$ cat src/rtl/mc_pkg.sv
// Package: shared types for the logic-cell output stage.
// Assumes: single-bit data path; all controls are levels sampled on clk.
package mc_pkg;

    typedef enum logic {
        STORE_FLOP  = 1'b0,
        STORE_LATCH = 1'b1
    } store_mode_e;

    typedef struct packed {
        logic lvl;   // selected load clock level this cycle
        logic rise;  // selected load clock high now, low last cycle
        logic en;    // selected load enable
        logic clr;   // selected clear
        logic pre;   // selected preset
    } ctrl_t;

endpackage

$ cat src/rtl/mc_term_path.sv
// Module: mc_term_path
// Builds the storage data term (sum or bypass, optional inversion, or the
// raw pad input) and the independent combinational output.
// Assumes: purely combinational, no state.
module mc_term_path (
    input  logic sum_term,
    input  logic bypass_term,
    input  logic pad_in,
    input  logic cfg_use_bypass,
    input  logic cfg_d_inv,
    input  logic cfg_use_pad,
    input  logic cfg_comb_inv,
    output logic d_o,
    output logic comb_o
);

    logic logic_term;

    // Choose the logic term, apply polarity, then the pad override.
    always_comb begin
        logic_term = cfg_use_bypass ? bypass_term : sum_term;
        d_o        = cfg_use_pad ? pad_in : (logic_term ^ cfg_d_inv);
    end

    // Second output: bypass term with its own polarity, no storage involved.
    always_comb begin
        comb_o = bypass_term ^ cfg_comb_inv;
    end

endmodule

$ cat src/rtl/mc_ctrl_sel.sv
// Module: mc_ctrl_sel
// Picks the load clock, enable, clear and preset from global or
// product-term sources, and detects a rising level of the chosen clock.
// Assumes: cfg_gclk_sel < NUM_GCLK; controls are stable around clk edges.
module mc_ctrl_sel #(
    parameter int NUM_GCLK = 4,
    parameter int SEL_W    = 2
) (
    input  logic                clk,
    input  logic                rst_n,
    input  logic [NUM_GCLK-1:0] gclk,
    input  logic                pt_clk,
    input  logic                g_ce,
    input  logic                pt_ce,
    input  logic                g_rst,
    input  logic                pt_rst,
    input  logic                g_set,
    input  logic                pt_set,
    input  logic [SEL_W-1:0]    cfg_gclk_sel,
    input  logic                cfg_clk_pt,
    input  logic                cfg_ce_pt,
    input  logic                cfg_rst_pt,
    input  logic                cfg_set_pt,
    output mc_pkg::ctrl_t       ctrl_o
);

    logic [NUM_GCLK-1:0] pick;
    logic                glob_lvl;
    logic                sel_lvl;
    logic                prev_lvl;

    // One AND term per global clock; the OR of them is the chosen level.
    for (genvar g = 0; g < NUM_GCLK; g++) begin : g_pick
        assign pick[g] = gclk[g] & (cfg_gclk_sel == SEL_W'(g));
    end
    assign glob_lvl = |pick;

    // Source selection for all four controls.
    always_comb begin
        sel_lvl     = cfg_clk_pt ? pt_clk : glob_lvl;
        ctrl_o.lvl  = sel_lvl;
        ctrl_o.rise = sel_lvl & ~prev_lvl;
        ctrl_o.en   = cfg_ce_pt  ? pt_ce  : g_ce;
        ctrl_o.clr  = cfg_rst_pt ? pt_rst : g_rst;
        ctrl_o.pre  = cfg_set_pt ? pt_set : g_set;
    end

    // Remember last cycle's chosen clock level for edge detection.
    always_ff @(posedge clk) begin
        if (!rst_n) prev_lvl <= 1'b0;
        else        prev_lvl <= sel_lvl;
    end

    // A high chosen level can never be followed directly by a rise.
    assert_no_double_rise_R5: assert property (@(posedge clk) disable iff (!rst_n)
        ctrl_o.lvl |=> !ctrl_o.rise);

    // Product-term clock selected and low means no rise this cycle.
    assert_pt_clock_sel_R8: assert property (@(posedge clk) disable iff (!rst_n)
        (cfg_clk_pt && !pt_clk) |-> !ctrl_o.rise);

endmodule

$ cat src/rtl/mc_store.sv
// Module: mc_store
// One storage bit acting as an edge-loaded flop or a level-following
// latch, with clear and preset that win over any load.
// Assumes: ctrl_i comes from mc_ctrl_sel in the same clk domain.
module mc_store (
    input  logic                clk,
    input  logic                rst_n,
    input  mc_pkg::store_mode_e mode_i,
    input  logic                d_i,
    input  mc_pkg::ctrl_t       ctrl_i,
    output logic                q_o
);

    logic load;

    // Load condition depends on the storage mode.
    always_comb begin
        if (mode_i == mc_pkg::STORE_LATCH) load = ctrl_i.lvl  & ctrl_i.en;
        else                               load = ctrl_i.rise & ctrl_i.en;
    end

    // State update: reset, clear, preset, load, hold in that priority.
    always_ff @(posedge clk) begin
        if (!rst_n)          q_o <= 1'b0;
        else if (ctrl_i.clr) q_o <= 1'b0;
        else if (ctrl_i.pre) q_o <= 1'b1;
        else if (load)       q_o <= d_i;
    end

    assert_clear_wins_R9: assert property (@(posedge clk) disable iff (!rst_n)
        ctrl_i.clr |=> !q_o);

    assert_preset_sets_R9: assert property (@(posedge clk) disable iff (!rst_n)
        (ctrl_i.pre && !ctrl_i.clr) |=> q_o);

    assert_enable_low_holds_R7: assert property (@(posedge clk) disable iff (!rst_n)
        (!ctrl_i.en && !ctrl_i.clr && !ctrl_i.pre) |=> $stable(q_o));

    assert_flop_loads_on_rise_R5: assert property (@(posedge clk) disable iff (!rst_n)
        (mode_i == mc_pkg::STORE_FLOP && ctrl_i.rise && ctrl_i.en
         && !ctrl_i.clr && !ctrl_i.pre) |=> (q_o == $past(d_i)));

    assert_latch_follows_R6: assert property (@(posedge clk) disable iff (!rst_n)
        (mode_i == mc_pkg::STORE_LATCH && ctrl_i.lvl && ctrl_i.en
         && !ctrl_i.clr && !ctrl_i.pre) |=> (q_o == $past(d_i)));

endmodule

$ cat src/rtl/mcell_out.sv
// Module: mcell_out (top)
// Output stage of one programmable logic cell: data term selection,
// control source selection and one storage bit, plus a free
// combinational output.
// Assumes: single clk domain; global and product-term clocks are levels.
module mcell_out #(
    parameter  int NUM_GCLK = 4,
    localparam int SEL_W    = (NUM_GCLK > 1) ? $clog2(NUM_GCLK) : 1
) (
    input  logic                clk,
    input  logic                rst_n,
    input  logic                sum_term,
    input  logic                bypass_term,
    input  logic                pad_in,
    input  logic [NUM_GCLK-1:0] gclk,
    input  logic                pt_clk,
    input  logic                g_ce,
    input  logic                pt_ce,
    input  logic                g_rst,
    input  logic                pt_rst,
    input  logic                g_set,
    input  logic                pt_set,
    input  logic                cfg_use_bypass,
    input  logic                cfg_d_inv,
    input  logic                cfg_use_pad,
    input  logic                cfg_latch,
    input  logic [SEL_W-1:0]    cfg_gclk_sel,
    input  logic                cfg_clk_pt,
    input  logic                cfg_ce_pt,
    input  logic                cfg_rst_pt,
    input  logic                cfg_set_pt,
    input  logic                cfg_comb_inv,
    output logic                q_out,
    output logic                comb_out
);

    logic                d_sel;
    mc_pkg::ctrl_t       ctrl;
    mc_pkg::store_mode_e mode;

    assign mode = mc_pkg::store_mode_e'(cfg_latch);

    mc_term_path u_term (
        .sum_term       (sum_term),
        .bypass_term    (bypass_term),
        .pad_in         (pad_in),
        .cfg_use_bypass (cfg_use_bypass),
        .cfg_d_inv      (cfg_d_inv),
        .cfg_use_pad    (cfg_use_pad),
        .cfg_comb_inv   (cfg_comb_inv),
        .d_o            (d_sel),
        .comb_o         (comb_out)
    );

    mc_ctrl_sel #(
        .NUM_GCLK (NUM_GCLK),
        .SEL_W    (SEL_W)
    ) u_ctrl (
        .clk          (clk),
        .rst_n        (rst_n),
        .gclk         (gclk),
        .pt_clk       (pt_clk),
        .g_ce         (g_ce),
        .pt_ce        (pt_ce),
        .g_rst        (g_rst),
        .pt_rst       (pt_rst),
        .g_set        (g_set),
        .pt_set       (pt_set),
        .cfg_gclk_sel (cfg_gclk_sel),
        .cfg_clk_pt   (cfg_clk_pt),
        .cfg_ce_pt    (cfg_ce_pt),
        .cfg_rst_pt   (cfg_rst_pt),
        .cfg_set_pt   (cfg_set_pt),
        .ctrl_o       (ctrl)
    );

    mc_store u_store (
        .clk    (clk),
        .rst_n  (rst_n),
        .mode_i (mode),
        .d_i    (d_sel),
        .ctrl_i (ctrl),
        .q_o    (q_out)
    );

    // Stable bypass term and polarity keep the combinational output stable.
    assert_comb_indep_R10: assert property (@(posedge clk) disable iff (!rst_n)
        ($stable(bypass_term) && $stable(cfg_comb_inv)) |-> $stable(comb_out));

    // Pad selected in flop mode: a load stores the pad value.
    assert_pad_direct_R4: assert property (@(posedge clk) disable iff (!rst_n)
        (cfg_use_pad && ctrl.rise && ctrl.en && !ctrl.clr && !ctrl.pre && !cfg_latch)
        |=> (q_out == $past(pad_in)));

endmodule

$ cat config.mk
export PLATFORM = sky130hd
export DESIGN_NAME = mcell_out
export DESIGN_NICKNAME = d
export VERILOG_FILES = /design/src/rtl/mc_pkg.sv /design/src/rtl/mc_term_path.sv /design/src/rtl/mc_ctrl_sel.sv /design/src/rtl/mc_store.sv /design/src/rtl/mcell_out.sv
export SDC_FILE = /design/constraint.sdc
export NUM_CORES = 1
export LEC_CHECK = 0
export BUFFER_PORTS_ARGS = -buffer_cell sky130_fd_sc_hd__buf_2
export CORE_AREA = 2 2 39 41
export CTS_BUF_LIST = sky130_fd_sc_hd__clkbuf_4
export DETAILED_ROUTE_END_ITERATION = 6
export DIE_AREA = 0 0 41 43
export GPL_TIMING_DRIVEN = 0
export SLEW_MARGIN = 20
export SYNTH_ARGS = -nofsm -noshare
export SYNTH_HDL_FRONTEND = slang
export SYNTH_SLANG_ARGS = --single-unit
$ cat constraint.sdc
create_clock -name clk -period 0.85 [get_ports clk]
set_input_delay 0.1275 -clock clk [delete_from_list [all_inputs] [get_ports clk]]
set_output_delay 0.1275 -clock clk [all_outputs]
set_load 0.01 [all_outputs]
==> flow_summary.toml, run 1 <==
[timing]
hold_viol = 0
slew_viol_final = 0
number_of_setup_violations_in_the_final_report = 0
clock-skew-final_ps = 0.9494
finalCritPeriodShare = 0.9820
maximum_clock_frequency_ghz = 1.198
max_slew_margin = 0.8871
worstMarginPinSlew_ps = 164.7
post_route_hold_slack_ps = 136.9
grt_setup_unrepaired = "yes"
min_period_ps = 834.7

[layout]
final.fill_count = 157
finish.utilization = 0.2740
final-instance-count-excl-fill = 70
register_area_sq_um = 40.04
areaGrowthSynthToFinish_pct = 96.75
nNetsFinal = 83
area_occupied_by_multi_input_gates_sq_um = 152.6
layout-drive-gt1-share = 0.6296
antenna_cells_inserted = 0
design_area_sq_um = 379.1

[worst_setup_path]
critPathCapture = "u_store.q_o"
critical_path_depth = 4
timing.critical_path.slowest_cell_delay_ps = 300
cp.required_ps = 960
worstSetupEndpointType = "register"
cp_cell_sequence = "a21oi_2, nand3_1, mux2i_1, a21oi_1"
data_arrival_time_at_the_worst_slack_endpoint_ps = 940
cp_num_buf_inv = 0
critical_path_class = "register to register"
origin_of_the_critical_flop_to_flop_path = "u_ctrl.prev_lvl"
timing.critical_path.max_delay_family = "flip-flops"
critical_path.slowest_cell = "sky130_fd_sc_hd__dfxtp_1"
worstRegToRegCells = 4
kind_of_launch_point_of_the_worst_setup_path = "register"
critical_path_source = "u_ctrl.prev_lvl"
rr_endpoint = "u_store.q_o"
reg2reg_setup_slack_ps = 20
worst_path_fanout_max = 1

[global_route]
grt_pass1_wl_um = 828
global_route.overflow_total = 0
grt_busiest_layer = "met2"
first_global_vias = 269
use_met1 = 0.05732
grt.met3_usage = 0.04712
maximum_number_of_pins_on_one_net_before_global_route_repair = 4
grt_antenna_before_repair = 0
groute.layer.met2.usage = 0.1219
global_route.usage.total = 0.07207

[clock_tree]
postCtsHoldBufs = 0
clock_tree.root_cell = "sky130_fd_sc_hd__clkbuf_4"
post-cts-setup-buffers = 0
cts.path.max_buffers = 2
path_clk_slew_ps = 30
cts-htree-levels = 1
cts_tree = "done"
clk_latency_ps = 220
clock_sink_count = 2
tritoncts.num_buffers = 3

[drt]
post-route-drc-count = 0
vias = 272
drt-wirelength-per-cell_um = 7.943
drt_iter0_drc = 0
antenna_violating_nets_post_route = 0
finalWirelength_um = 556
drt_pre_antenna_iters = 1
number_of_vias_per_cell = 3.886

[placement]
dp_cells = 67
post-dp-hpwl_um = 508
detailed_place.area_sq_um = 352.8
buffer_ports.inserted = 28
routabilityCongestion = 0.6828

[floorplanning]
io_pins = 29
die_area_sq_mm = 0.001763
die_w_um = 41
site_row_count = 14
core_region_area_sq_mm = 0.001384
start_util = 0.1392
die_y_um = 43

[synthesis]
ys_ff_latch = 2
synth_seq_area_share = 0.2078
synthCells = 23
average_cell_area_after_synthesis_sq_um = 8.378
synthesis.nets = 50
yosys_warnings = 0
synthesis.area_sq_um = 192.7
synth_cell_type_count = 13

[run_status]
outcome = "finished clean"

[worst_hold_path]
hold_path.class = "input port to register"

[power_and_ir_drop]
sw_frac_of_total = 0.2475
p_int_uw = 340.4
power.total_uw = 452.3
cellLeakagePower_nw = 0.2217
seqPwrFrac = 0.233
power.net_switching_uw = 111.9
power.share.combinational = 0.300
vdd.ir_drop.worst_mv = 0.4328
clock_network_fraction_of_design_power = 0.467
powerDensity_mw_per_mm2 = 1193

[run]
maxCapViolations = 0
power groups by stage:
stage | Combinational [mW] | Sequential, mW | Clock, mW
floorplan | 0.0564 | 0.107 | 0
global placement | 0.135 | 0.106 | 0
detailed placement | 0.137 | 0.106 | 0
CTS | 0.139 | 0.106 | 0.225
global route | 0.151 | 0.106 | 0.235
finish | 0.136 | 0.105 | 0.211
metal layers:
metal	wire [um]	vias to the layer above
met5	0	-
met4	0	0
met3	56	0
met2	320	13
met1	179	115
li1	-	144
through the flow:
stage          setup WS (ps)  TNS (ps)
2_1_floorplan          26.10         0
3_3_place_gp          -177.7    -191.3
3_5_place_dp          -194.7    -230.4
4_1_cts                5.607         0
5_1_grt               -43.72    -43.72
6_report               15.34         0
layout make-up:
class	count	area share
Clock buffer	3	0.05941
Multi-Input combinational cell	20	0.4026
Inverter	1	0.009901
Sequential cell	2	0.1056
Tap cell	16	0.05281
Timing Repair Buffer	28	0.3696
registers in the layout, summed over array words and instances (netlist names):
name,count
u_ctrl.prev_lvl,1
u_store.q_o,1
how the worst min path moves through the flow:
stage          startpoint     endpoint  slack, ps  cells after the start
2_1_floorplan       rst_n  u_store.q_o        240                      2
3_3_place_gp        rst_n  u_store.q_o        370                      3
3_5_place_dp        rst_n  u_store.q_o        370                      3
4_1_cts             rst_n  u_store.q_o        130                      3
5_1_grt             rst_n  u_store.q_o        140                      3
6_report            rst_n  u_store.q_o        140                      3
layout by cell type (no fill, tap or decap), drive strengths merged:
master,instances
o21ai,1
xor2,2
dfxtp,2
clkbuf,3
nor2,1
nand2,2
and3,1
buf,28
nor2b,1
nand3b,1
a21oi,3
mux2i,7
inv,1
nand3,1
cells by family (layout without fill, tap and decap cells):
group	count (synthesis)	in the layout	synth area share
AND/OR/NAND/NOR	7	7	0.1948
XOR/XNOR	2	2	0.09093
buffers and inverters	1	32	0.01946
AO/OA/AOI/OAI	4	4	0.1234
multiplexers	7	7	0.3637
flip-flops	2	2	0.2078
synthesized netlist by cell type:
library cell | instances | area, sq um
sky130_fd_sc_hd__dfxtp_1 | 2 | 40.04
sky130_fd_sc_hd__xor2_1 | 2 | 17.52
sky130_fd_sc_hd__nor2_1 | 1 | 3.750
sky130_fd_sc_hd__a21oi_1 | 2 | 10.01
sky130_fd_sc_hd__inv_1 | 1 | 3.750
sky130_fd_sc_hd__mux2i_1 | 7 | 70.07
sky130_fd_sc_hd__a21oi_2 | 1 | 8.760
sky130_fd_sc_hd__nand2_1 | 2 | 7.510
sky130_fd_sc_hd__nand3b_1 | 1 | 7.510
sky130_fd_sc_hd__nor2b_1 | 1 | 6.260
sky130_fd_sc_hd__o21ai_0 | 1 | 5.000
sky130_fd_sc_hd__nand3_1 | 1 | 5.000
sky130_fd_sc_hd__and3_2 | 1 | 7.510
worst register-to-register path: stages (launching register included):
cell,delay (ps)
sky130_fd_sc_hd__dfxtp_1,300
sky130_fd_sc_hd__a21oi_2,110
sky130_fd_sc_hd__nand3_1,90
sky130_fd_sc_hd__mux2i_1,150
sky130_fd_sc_hd__a21oi_1,70
timing repair:
item	4_1_cts	5_1_grt
setup endpoints to repair	1	1
resized for setup	1	0
pin swaps	1	1
(Power assumes the default switching activity.)
==> run 2, diff against run 1 <==
clock period = 0.8 ns   (was 0.85 ns; I/O delays follow)
==> flow_summary.toml, run 2 (synthesized netlist as in run 1, its figures left out) <==
[worst_hold_path]
hold_path.class = "input port to register"
hp-start = "rst_n"
hold_path_sink = "u_store.q_o"
timing.hold.worst_path_depth = 3

[timing]
max_slew_margin = 0.8871
timing.setup.tns_ps = -34.66
grt_setup_unrepaired = "yes"
maximum_clock_frequency_ghz = 1.198
number_of_setup_violations_in_the_final_report = 1
worstMarginPinSlew_ps = 164.7
finalCritPeriodShare = 1.043
slew_viol_final = 0
clock-skew-final_ps = 0.9494
hold_viol = 0
min_period_ps = 834.7
post-route-worst-setup-slack_ps = -34.66

[drt]
finalWirelength_um = 556
vias = 272
drt-wirelength-per-cell_um = 7.943
post-route-drc-count = 0
drt_pre_antenna_iters = 1
drt_iter0_drc = 0
number_of_vias_per_cell = 3.886
antenna_violating_nets_post_route = 0

[run_status]
outcome = "finished with violations"
violations_in_the_final_reports = "setup timing"

[worst_setup_path]
cp_cell_sequence = "a21oi_2, nand3_1, mux2i_1, a21oi_1"
reg2reg_setup_slack_ps = -30
rr_endpoint = "u_store.q_o"
critical_path.slowest_cell = "sky130_fd_sc_hd__dfxtp_1"
timing.critical_path.max_delay_family = "flip-flops"
timing.critical_path.slowest_cell_delay_ps = 300
data_arrival_time_at_the_worst_slack_endpoint_ps = 940
worstRegToRegCells = 4
worst_path_fanout_max = 1
kind_of_launch_point_of_the_worst_setup_path = "register"
origin_of_the_critical_flop_to_flop_path = "u_ctrl.prev_lvl"
cp.required_ps = 910
critical_path_class = "register to register"
worstSetupEndpointType = "register"
cp_num_buf_inv = 0

[run]
maxCapViolations = 0

[global_route]
global_route.overflow_total = 0
grt_antenna_before_repair = 0
first_global_vias = 269
maximum_number_of_pins_on_one_net_before_global_route_repair = 4
global_route.usage.total = 0.07207
grt_pass1_wl_um = 828

[layout]
final_common_cell = "sky130_fd_sc_hd__buf_2"
layout-drive-gt1-share = 0.6296
finish.utilization = 0.2740
most_used_cells_in_the_layout_excluding_fill_and_tap_cells = "sky130_fd_sc_hd__buf_2 (28), sky130_fd_sc_hd__mux2i_1 (7), sky130_fd_sc_hd__clkbuf_4 (3)"
antenna_cells_inserted = 0
nNetsFinal = 83
areaGrowthSynthToFinish_pct = 96.75
top_regs = "u_ctrl.prev_lvl x1, u_store.q_o x1"

[power_and_ir_drop]
vdd.ir_drop.worst_mv = 0.4599
cellLeakagePower_nw = 0.2217
powerDensity_mw_per_mm2 = 1268

[clock_tree]
clock_sink_count = 2
clk_latency_ps = 220
cts_tree = "done"
cts.path.max_buffers = 2
path_clk_slew_ps = 30
clock_tree.root_cell = "sky130_fd_sc_hd__clkbuf_4"
tritoncts.num_buffers = 3
postCtsHoldBufs = 0
cts-htree-levels = 1

[floorplanning]
die_w_um = 41
core_region_area_sq_mm = 0.001384
io_pins = 29
die_area_sq_mm = 0.001763
start_util = 0.1392
die_y_um = 43
site_row_count = 14

[placement]
buffer_ports.inserted = 28
routabilityCongestion = 0.6828
post-dp-hpwl_um = 508
run 2: cell counts in the layout (fill, tap and decap cells not counted):
No cell type changed its count.
run 2: power by group:
part / internal [mW] / total (mW) / switching (mW) / leakage, nW
combinational: 0.0876 / 0.144 / 0.0566 / 0.191
clock: 0.166 / 0.224 / 0.0587 / 0.0138
sequential: 0.108 / 0.112 / 0.00360 / 0.0166
run 2: repair_timing:
item	CTS	global route
endpoints found under the hold margin	0	0
gates resized for setup	1	0
endpoints found under the setup margin	2	2
setup buffers	0	0
pin swaps	2	0
run 2: area by class of cell:
cell class	count	area, sq um
repair buffers	28	140.1
flip-flops and latches	2	40.04
inverters	1	3.754
well taps	16	20.02
fillers	157	1005
clock buffers	3	22.52
multi-input cells	20	152.6
run 2: stage by stage:
step                worst slack, ps  instances  cell area [sq um]  hold slack [ps]  total power [mW]
finish                       -34.66         70              379.1            129.4            0.4806
global route                 -93.72         70              379.1            131.6            0.5234
CTS                          -42.76         70              379.1            121.2            0.4990
detailed placement           -237.2         67              352.8            361.7            0.2580
global placement             -220.2         67              352.8            359.1            0.2560
floorplan                    -16.40         23              192.7            236.1            0.1737
run 2: layer usage:
metal	GRT usage	vias to the layer above	part of all wire
met1	0.05732	115	0.32
li1	-	144	-
met5	0	-	0
met4	0.04000	0	0
met2	0.1219	13	0.58
met3	0.04712	0	0.10
run 2: worst max path at each step:
stage / slack, ps / cells after the start / to / from
2_1_floorplan: -20 / 5 / u_store.q_o / cfg_gclk_sel[1]
3_3_place_gp: -220 / 6 / u_store.q_o / cfg_gclk_sel[1]
3_5_place_dp: -240 / 6 / u_store.q_o / cfg_gclk_sel[1]
4_1_cts: -40 / 4 / u_store.q_o / u_ctrl.prev_lvl
5_1_grt: -90 / 4 / u_store.q_o / u_ctrl.prev_lvl
6_report: -30 / 4 / u_store.q_o / u_ctrl.prev_lvl
run 2: worst reg2reg max path, delay by kind of cell (launching register included):
family | cells | cell delay [ps]
DFF | 1 | 300
AOI/OAI and AO/OA | 2 | 180
muxes | 1 | 150
and+or+nand+nor | 1 | 90
==> run 3, diff against run 2 <==
CORE_AREA = 5 5 42 44   (was 2 2 39 41)
DIE_AREA = 0 0 47 49   (was 0 0 41 43)
==> flow_summary.toml, run 3 (synthesized netlist as in run 1, its figures left out) <==
[clock_tree]
cts-htree-levels = 1
clock_tree.root_cell = "sky130_fd_sc_hd__clkbuf_4"
path_clk_slew_ps = 30
clock_sink_count = 2
cts.path.max_buffers = 2
tritoncts.num_buffers = 3
clk_latency_ps = 230
cts_tree = "done"

[drt]
vias = 277
drt_iter0_drc = 3
number_of_vias_per_cell = 3.957
finalWirelength_um = 644
post-route-drc-count = 0
drt_pre_antenna_iters = 4
drt-wirelength-per-cell_um = 9.200
antenna_violating_nets_post_route = 0

[floorplanning]
die_w_um = 47
io_pins = 29
start_util = 0.1375
core_region_area_sq_mm = 0.001401
die_y_um = 49
site_row_count = 14
die_area_sq_mm = 0.002303

[worst_setup_path]
cp_cell_sequence = "a21oi_2, nand3_1, mux2i_1, a21oi_1"
worst_path_fanout_max = 1
critical_path.slowest_cell = "sky130_fd_sc_hd__dfxtp_1"
worstSetupEndpointType = "register"
timing.critical_path.slowest_cell_delay_ps = 290
data_arrival_time_at_the_worst_slack_endpoint_ps = 970
kind_of_launch_point_of_the_worst_setup_path = "register"
critical_path_class = "register to register"
cp.required_ps = 910

[global_route]
global_route.overflow_total = 0
global_route.usage.total = 0.06395
grt_pass1_wl_mm = 1.014
maximum_number_of_pins_on_one_net_before_global_route_repair = 4
grt_antenna_before_repair = 0
first_global_vias = 279

[layout]
most_used_cells_in_the_layout_excluding_fill_and_tap_cells = "sky130_fd_sc_hd__buf_2 (28), sky130_fd_sc_hd__mux2i_1 (7), sky130_fd_sc_hd__clkbuf_4 (3)"
areaGrowthSynthToFinish_pct = 96.75
design_area_sq_um = 379.1
nNetsFinal = 83
final.fill_count = 160
antenna_cells_inserted = 0
layout-drive-gt1-share = 0.6296
final_common_cell = "sky130_fd_sc_hd__buf_2"
top_regs = "u_ctrl.prev_lvl x1, u_store.q_o x1"
final-instance-count-excl-fill = 70

[timing]
number_of_setup_violations_in_the_final_report = 1
grt_setup_unrepaired = "yes"
clock-skew-final_ps = 2.966
maximum_clock_frequency_ghz = 1.164
finalCritPeriodShare = 1.074
slew_viol_final = 0
hold_viol = 0
post-route-worst-setup-slack_ps = -59.04
min_period_ps = 859.0
max_slew_margin = 0.8903
worstMarginPinSlew_ps = 160.0

[placement]
buffer_ports.inserted = 28
pre_cts_ws_ps = -220.9
dp_cells = 67
detailed_place.area_sq_um = 352.8
post-dp-hpwl_um = 566.2
routabilityCongestion = 0.5992

[power_and_ir_drop]
vdd.ir_drop.worst_mv = 0.6251
powerDensity_mw_per_mm2 = 1294
cellLeakagePower_nw = 0.2217

[worst_hold_path]
hold_path.class = "input port to register"

[run_status]
violations_in_the_final_reports = "setup timing"
outcome = "finished with violations"

[run]
maxCapViolations = 0
[run 3: where the power goes]
group	leakage [nW]	switching (mW)	internal, mW
Combinational	0.191	0.0569	0.0876
Clock	0.0138	0.0681	0.166
Sequential	0.0166	0.00310	0.108
[run 3: final cells by class]
class | count | area (sq um) | area share
Clock buffer | 3 | 22.52 | 0.05941
Inverter | 1 | 3.754 | 0.009901
Multi-Input combinational cell | 20 | 152.6 | 0.4026
Sequential cell | 2 | 40.04 | 0.1056
Tap cell | 16 | 20.02 | 0.05281
Timing Repair Buffer | 28 | 140.1 | 0.3696
[run 3: repair_timing]
| action | 4_1_cts | 5_1_grt |
|---|---|---|
| buffers inserted | 0 | 0 |
| setup endpoints to repair | 2 | 2 |
| hold endpoints to repair | 0 | 0 |
| hold buffers | 0 | 0 |
| pin swaps | 1 | 0 |
| resized for setup | 1 | 0 |
[run 3: per-stage QoR]
| step | hold slack (ps) | TNS [ps] | utilization | power, mW |
|---|---|---|---|---|
| final | 124.9 | -59.04 | 0.2705 | 0.4904 |
| after detailed placement | 364.8 | -269.9 | 0.2518 | 0.2565 |
| after CTS | 122.7 | -62.87 | 0.2705 | 0.5045 |
| after global placement | 363.7 | -280.5 | 0.2518 | 0.2536 |
| after floorplan | 236.1 | -16.40 | - | 0.1737 |
| after global routing | 119.3 | -154.5 | 0.2705 | 0.5444 |
[run 3: worst paths after layout]
path	to	from	slack [ps]	depth (start not counted)
worst min-delay path	u_store.q_o	rst_n	120	3
worst max-delay path	u_store.q_o	u_ctrl.prev_lvl	-60	4
worst min register to register	u_store.q_o	u_store.q_o	550	2
worst max register to register	u_store.q_o	u_ctrl.prev_lvl	-60	4
[run 3: routing by layer]
layer / part of all wire / track usage
met2: 0.52 / 0.09729
met5: 0 / 0
met4: 0 / 0.01382
met1: 0.32 / 0.05240
met3: 0.16 / 0.07749
[run 3: critical path, delay by kind of cell (launching register included)]
kind	cells	cell delay [ps]
DFF	1	290
AOI/OAI and AO/OA	2	200
muxes	1	160
and+or+nand+nor	1	90
